--- src/rtl/prio_irq_ctrl_pkg.sv ---
package prio_irq_ctrl_pkg;

    localparam int PRIO_W  = 3;
    localparam int SRC_N   = 3;
    localparam int NUM_LVL = 1 << PRIO_W;

    // register word layout
    localparam int FLG_LSB = 0;
    localparam int EN_LSB  = FLG_LSB + SRC_N;
    localparam int PRI_LSB = EN_LSB + SRC_N;
    localparam int REG_W   = PRI_LSB + PRIO_W;

    typedef enum int {
        SRC_GEN = 0,
        SRC_RX  = 1,
        SRC_TX  = 2
    } src_idx_e;

    typedef struct packed {
        logic [PRIO_W-1:0] prio;
        logic [SRC_N-1:0]  en;
        logic [SRC_N-1:0]  flg;
    } src_state_t;

    function automatic logic [PRIO_W-1:0] top_level(input logic [NUM_LVL-1:0] m);
        logic [PRIO_W-1:0] r;
        r = '0;
        for (int i = 1; i < NUM_LVL; i++) begin
            if (m[i]) r = PRIO_W'(i);
        end
        return r;
    endfunction

endpackage

--- src/rtl/ipc_src_bank.sv ---
module ipc_src_bank
    import prio_irq_ctrl_pkg::*;
#(
    parameter int NUM_MOD = 4,
    parameter int AW      = 2
) (
    input  logic                               clk,
    input  logic                               rst_n,
    input  logic [NUM_MOD-1:0]                 evt_gen,
    input  logic [NUM_MOD-1:0]                 evt_rx,
    input  logic [NUM_MOD-1:0]                 evt_tx,
    input  logic                               wr_en,
    input  logic [AW-1:0]                      wr_addr,
    input  logic [REG_W-1:0]                   wr_data,
    output logic [NUM_MOD-1:0][SRC_N-1:0]      flg_o,
    output logic [NUM_MOD-1:0][SRC_N-1:0]      en_o,
    output logic [NUM_MOD-1:0][PRIO_W-1:0]     prio_o,
    output logic [NUM_MOD-1:0]                 req_live
);

    for (genvar g = 0; g < NUM_MOD; g++) begin : g_src
        src_state_t       st_d, st_q;
        logic             hit;
        logic [SRC_N-1:0] evt_now;

        always_comb begin
            evt_now          = '0;
            evt_now[SRC_GEN] = evt_gen[g];
            evt_now[SRC_RX]  = evt_rx[g];
            evt_now[SRC_TX]  = evt_tx[g];
            hit              = wr_en && (wr_addr == AW'(g));
            st_d             = st_q;
            if (hit) begin
                st_d.prio = wr_data[PRI_LSB +: PRIO_W];
                st_d.en   = wr_data[EN_LSB  +: SRC_N];
                st_d.flg  = st_q.flg & ~wr_data[FLG_LSB +: SRC_N];
            end
            // an event always wins against a clear in the same cycle
            st_d.flg = st_d.flg | evt_now;
        end

        always_ff @(posedge clk or negedge rst_n) begin
            if (!rst_n) st_q <= '0;
            else        st_q <= st_d;
        end

        assign flg_o[g]    = st_q.flg;
        assign en_o[g]     = st_q.en;
        assign prio_o[g]   = st_q.prio;
        assign req_live[g] = (|(st_q.flg & st_q.en)) && (st_q.prio != '0);
    end

endmodule

--- src/rtl/ipc_arbiter.sv ---
module ipc_arbiter
    import prio_irq_ctrl_pkg::*;
#(
    parameter int NUM_MOD = 4,
    parameter int VW      = 2
) (
    input  logic                           clk,
    input  logic                           rst_n,
    input  logic [NUM_MOD-1:0]             req_live,
    input  logic [NUM_MOD-1:0][PRIO_W-1:0] prio,
    output logic                           win_valid,
    output logic [VW-1:0]                  win_vec,
    output logic [PRIO_W-1:0]              win_prio
);

    typedef struct packed {
        logic              valid;
        logic [VW-1:0]     vec;
        logic [PRIO_W-1:0] prio;
    } arb_t;

    arb_t arb_d, arb_q;

    // scan from the top index down; ">=" lets a lower index take a tie
    always_comb begin
        arb_d = '0;
        for (int i = NUM_MOD - 1; i >= 0; i--) begin
            if (req_live[i] && (prio[i] >= arb_d.prio)) begin
                arb_d.valid = 1'b1;
                arb_d.vec   = VW'(i);
                arb_d.prio  = prio[i];
            end
        end
    end

    always_ff @(posedge clk or negedge rst_n) begin
        if (!rst_n) arb_q <= '0;
        else        arb_q <= arb_d;
    end

    assign win_valid = arb_q.valid;
    assign win_vec   = arb_q.vec;
    assign win_prio  = arb_q.prio;

endmodule

--- src/rtl/ipc_level_stack.sv ---
module ipc_level_stack
    import prio_irq_ctrl_pkg::*;
(
    input  logic              clk,
    input  logic              rst_n,
    input  logic              push,
    input  logic [PRIO_W-1:0] push_lvl,
    input  logic              pop,
    output logic [PRIO_W-1:0] cur_level
);

    logic [NUM_LVL-1:0] act_d, act_q;
    logic [PRIO_W-1:0]  top_q;

    assign top_q = top_level(act_q);

    // one bit per group: levels in service nest strictly upward
    always_comb begin
        act_d = act_q;
        if (pop && (top_q != '0)) act_d[top_q] = 1'b0;
        if (push && (push_lvl != '0)) act_d[push_lvl] = 1'b1;
        act_d[0] = 1'b0;
    end

    always_ff @(posedge clk or negedge rst_n) begin
        if (!rst_n) act_q <= '0;
        else        act_q <= act_d;
    end

    assign cur_level = top_q;

endmodule

--- src/rtl/prio_irq_ctrl.sv ---
module prio_irq_ctrl
    import prio_irq_ctrl_pkg::*;
#(
    parameter int NUM_MOD = 4,
    localparam int AW     = (NUM_MOD > 1) ? $clog2(NUM_MOD) : 1
) (
    input  logic                  clk,
    input  logic                  rst_n,
    input  logic [NUM_MOD-1:0]    evt_gen,
    input  logic [NUM_MOD-1:0]    evt_rx,
    input  logic [NUM_MOD-1:0]    evt_tx,
    input  logic                  reg_wr,
    input  logic [AW-1:0]         reg_addr,
    input  logic [REG_W-1:0]      reg_wdata,
    output logic [REG_W-1:0]      reg_rdata,
    input  logic                  cpu_ack,
    input  logic                  cpu_eoi,
    output logic                  irq_req,
    output logic [AW-1:0]         irq_vec,
    output logic [PRIO_W-1:0]     irq_level,
    output logic [PRIO_W-1:0]     cur_level
);

    logic [NUM_MOD-1:0][SRC_N-1:0]  flg_w;
    logic [NUM_MOD-1:0][SRC_N-1:0]  en_w;
    logic [NUM_MOD-1:0][PRIO_W-1:0] prio_w;
    logic [NUM_MOD-1:0]             req_live;
    logic [NUM_MOD-1:0][SRC_N-1:0]  evt_all;
    logic                           win_valid;
    logic [AW-1:0]                  win_vec;
    logic [PRIO_W-1:0]              win_prio;
    logic                           take;

    for (genvar g = 0; g < NUM_MOD; g++) begin : g_evt
        assign evt_all[g] = {evt_tx[g], evt_rx[g], evt_gen[g]};
    end

    ipc_src_bank #(.NUM_MOD(NUM_MOD), .AW(AW)) u_bank (
        .clk      (clk),
        .rst_n    (rst_n),
        .evt_gen  (evt_gen),
        .evt_rx   (evt_rx),
        .evt_tx   (evt_tx),
        .wr_en    (reg_wr),
        .wr_addr  (reg_addr),
        .wr_data  (reg_wdata),
        .flg_o    (flg_w),
        .en_o     (en_w),
        .prio_o   (prio_w),
        .req_live (req_live)
    );

    ipc_arbiter #(.NUM_MOD(NUM_MOD), .VW(AW)) u_arb (
        .clk       (clk),
        .rst_n     (rst_n),
        .req_live  (req_live),
        .prio      (prio_w),
        .win_valid (win_valid),
        .win_vec   (win_vec),
        .win_prio  (win_prio)
    );

    assign irq_req   = win_valid && (win_prio > cur_level);
    assign irq_vec   = win_vec;
    assign irq_level = win_prio;
    assign take      = cpu_ack && irq_req;

    ipc_level_stack u_lvl (
        .clk       (clk),
        .rst_n     (rst_n),
        .push      (take),
        .push_lvl  (win_prio),
        .pop       (cpu_eoi),
        .cur_level (cur_level)
    );

    always_comb begin
        reg_rdata = '0;
        for (int i = 0; i < NUM_MOD; i++) begin
            if (reg_addr == AW'(i)) reg_rdata = {prio_w[i], en_w[i], flg_w[i]};
        end
    end

endmodule

--- config.mk ---
export PLATFORM = sky130hd
export DESIGN_NAME = prio_irq_ctrl
export DESIGN_NICKNAME = d
export VERILOG_FILES = /design/src/rtl/prio_irq_ctrl_pkg.sv /design/src/rtl/ipc_src_bank.sv /design/src/rtl/ipc_arbiter.sv /design/src/rtl/ipc_level_stack.sv /design/src/rtl/prio_irq_ctrl.sv
export SDC_FILE = /design/constraint.sdc
export NUM_CORES = 1
export LEC_CHECK = 0
export BUFFER_PORTS_ARGS = -buffer_cell sky130_fd_sc_hd__buf_2
export CORE_MARGIN = 10
export CORE_UTILIZATION = 56
export CTS_CLUSTER_DIAMETER = 150
export DETAILED_ROUTE_END_ITERATION = 8
export GPL_ROUTABILITY_DRIVEN = 1
export PLACE_DENSITY_LB_ADDON = 0.12
export SLEW_MARGIN = 20
export SYNTH_ARGS = -nofsm -noshare
export SYNTH_HDL_FRONTEND = slang
export SYNTH_SLANG_ARGS = --single-unit
--- constraint.sdc ---
create_clock -name clk -period 6.09 [get_ports clk]
set_input_delay 0.609 -clock clk [delete_from_list [all_inputs] [get_ports clk]]
set_output_delay 0.609 -clock clk [all_outputs]
set_load 0.01 [all_outputs]
==> run_results.csv <==
group,metric,value,unit
cts,post_cts_buffers,0,
cells_and_area,antenna_cells,0,
timing,slew_headroom,42.4,%
cells_and_area,finalNonFillerCells,351,
route,drtPass1Iterations,5,
global_routing,track_usage,17.4,%
timing,tns,0,ns
cts,insertion_delay,0.31,ns
route,wirelength,6400,microns
synth,ys_types,44,
cells_and_area,fillCellCount,351,
timing,setup_viol,0,
timing,rsz0062_at_grt,"no",
floorplanning,die_width,88.4,microns
power,p_leak,1.38,nW
critical_path,cp-start-kind,"flop",
route,postRouteAntennaNets,0,
critical_path,ff2ff_setup_slack,1.15,ns
cells_and_area,syn_to_final_growth,14.1,%
synth,synthFlopType,"dfrtp_1",
cells_and_area,ff_latch_area,1230,sq um
critical_path,rr_endpoint,"u_arb.win_prio[1]",
synth,netlist_instances,252,
global_routing,overflow,0,
critical_path,crit_type,"reg -> reg",
timing,fin_crit_sh,81.1,%
cts,htreeDepth,2,
critical_path,cp.required,6.30,ns
critical_path,cp_slowest_cell,"a222oi_1",
cts,cts.sinks,49,
synth,synth_area_leader_cell,"dfrtp_1",
critical_path,r2r-start,"u_bank.flg_o[9]",
global_routing,grt_pass1_vias,2077,
worst_hold_path,min-delay-path-class,"in -> async",
floorplanning,die_h,88.4,microns
global_routing,grt_pass1_wl,10500,microns
critical_path,max_stage_delay,0.67,ns
cells_and_area,num-nets-final,338,
job,cap_violations,0,
critical_path,cp.depth,19,
critical_path,end_kind,"flop",
place,gp_congestion,0.927,
global_routing,antenna_found_initial,0,
floorplanning,start_util,59.0,%
place,dpl.hpwl,4860,microns
timing,tightest_slew,0.861,ns
cells_and_area,post-route-util,67.3,%
timing,clock_skew,0.0141,ns
cts,clockBufferDepth,2,
status,status,"finished clean",
synth,synthTopCellsByArea,"dfrtp_1 47%, nand2_1 8.2%, mux4_2 6.9%, ha_1 5.7%, mux2_2 4.7%",
critical_path,arrival,5.15,ns
floorplanning,coreArea,4440,sq um
route,drc,0,
route,post_drt_wl_per_cell,18.2,microns
synth,avgSynthCellArea,10.4,sq um
critical_path,cpMostUsedCell,"ha_1",
synth,netlist_area,2620,sq um
floorplanning,rows,24,
cts,cts-root-buf,"clkbuf_8",
cts,holdBufCountCts,0,
critical_path,r2r_cells,19,
place,io_buffers,45,
synth,syn_nets,292,
timing,hold_viol_final,0,
cts,clk_pin_slew,0.09,ns
critical_path,cp-endpoint,"u_arb.win_prio[1]",
synth,synthTopCellsByCount,"57 x nand2_1, 49 x dfrtp_1, 15 x inv_1",
synth,synth_edf_count,0,
critical_path,crit_start,"u_bank.flg_o[9]",
cts,numCtsBuffers,5,
critical_path,path_max_fanout,7,
synth,yosysTopAreaCellShare,46.8,%
floorplanning,io_pins,46,
route,vias,2028,
critical_path,cp_num_buf_inv,1,
cells_and_area,multi_input_area,1320,sq um
route,drt_iter0_drc,146,
power,power_density,406,nW/um^2
critical_path,cp_top_family,"compound AO/OA/AOI/OAI gates",
timing,slew_viol_final,0,
synth,yosysSeqAreaShare,46.8,%
place,dp_slack,1.17,ns
cts,post_cts_resized,0,
synth,synthArstFlopShare,100,%
cells_and_area,final_layout_size_suffix_gt1_share,27.4,%
cts,tritoncts,"done",
synth,ys_ff_latch,49,
timing,max_freq,203,MHz
synth,yosysMostFrequentCell,"nand2_1",
critical_path,path_cells,"a222oi_1, nor2b_1, ha_1, nor3b_1, nor2_1, o21ai_2, mux2i_1, inv_1, ha_1, nor2b_1, o21ai_0, nand3_1, mux2_2, ha_1, a21o_1, a31oi_1, nor3_2, or2_1, o221ai_1",
timing,period_minus_slack,4.94,ns
floorplanning,die_area,7820,sq um
route,vias_per_cell,5.78,
synth,yosys_warnings,0,
power,ir_worst_vdd,0.216,mV
global_routing,grt_max_degree,50,
place,placedCellCount,343,
timing,fin_ws,1.15,ns
-- state kept, by name (all words and copies together), names as in the netlist --
| name | count |
|---|---|
| u_bank.flg_o | 12 |
| u_arb.win_valid | 1 |
| u_lvl.act_q | 7 |
| u_arb.win_vec | 2 |
| u_arb.win_prio | 3 |
| u_bank.prio_o | 12 |
| u_bank.en_o | 12 |
-- power breakdown --
| part | internal, W | switching (W) | total [W] |
|---|---|---|---|
| clock network | 0.0000923 | 0.000113 | 0.000205 |
| registers | 0.000392 | 0.0000689 | 0.000461 |
| logic | 0.000252 | 0.000295 | 0.000547 |
| total | 0.000737 | 0.000477 | 0.00121 |
-- cell families after synthesis --
| kind of cell | Yosys count | synth area share [%] |
|---|---|---|
| flip-flops | 49 | 46.8 |
| multiplexers | 23 | 14.1 |
| AND/OR/NAND/NOR | 98 | 17.0 |
| buffers and inverters | 21 | 3.10 |
| AO/OA/AOI/OAI | 49 | 13.4 |
| adder cells (fa/ha/maj) | 12 | 5.73 |
-- worst min-delay path by stage --
stage,startpoint,to,depth (start not counted)
2_1_floorplan,rst_n,u_arb.win_prio[0],0
3_3_place_gp,u_lvl.act_q[1],u_lvl.act_q[1],1
3_5_place_dp,u_lvl.act_q[1],u_lvl.act_q[1],1
4_1_cts,evt_tx[3],u_bank.flg_o[11],2
5_1_grt,rst_n,u_bank.flg_o[0],1
6_report,rst_n,u_lvl.act_q[4],1
-- per-stage QoR --
stage               hold WS, ns  area, sq um  total power, W
finish                    0.309         2990         0.00121
floorplan                 0.313         2620        0.000840
detailed placement        0.478         2890         0.00102
global route              0.343         2990         0.00132
global placement          0.479         2890         0.00101
CTS                       0.465         2990         0.00122
-- final cells by class --
type | instances | area share (%)
Inverter | 15 | 1.88
Tap cell | 52 | 2.17
Clock buffer | 6 | 2.76
Timing Repair Buffer | 45 | 7.61
Sequential cell | 49 | 41.0
Multi-Input combinational cell | 182 | 44.1
Clock inverter | 2 | 0.460
-- routing by layer --
layer	vias up	global-route usage, %	wire length [microns]
li1	987	-	-
met1	978	23.0	2910
met4	0	5.73	77
met3	8	4.60	400
met5	-	0	0
met2	55	27.2	3010
-- placed cells by master (no fill, tap or decap), types with 2 or more instances in the layout --
master / synthesis / routed
o21ai_0: 12 / 12
a21o_1: 12 / 12
o21a_1: 2 / 2
a21oi_1: 4 / 4
mux4_2: 8 / 8
inv_1: 15 / 15
nand2b_1: 3 / 3
buf_2: 2 / 44
o221ai_1: 2 / 2
nor2b_1: 5 / 5
nand2_1: 57 / 57
o31ai_1: 3 / 3
nor3_1: 5 / 5
clkbuf_8: 0 / 6
nand3_1: 4 / 4
or2_2: 3 / 3
a32o_1: 3 / 3
ha_1: 12 / 12
a222oi_1: 3 / 3
mux2_2: 11 / 11
dfrtp_1: 49 / 49
nor2_1: 11 / 11
No activity file was read; power rests on OpenSTA's default activity.
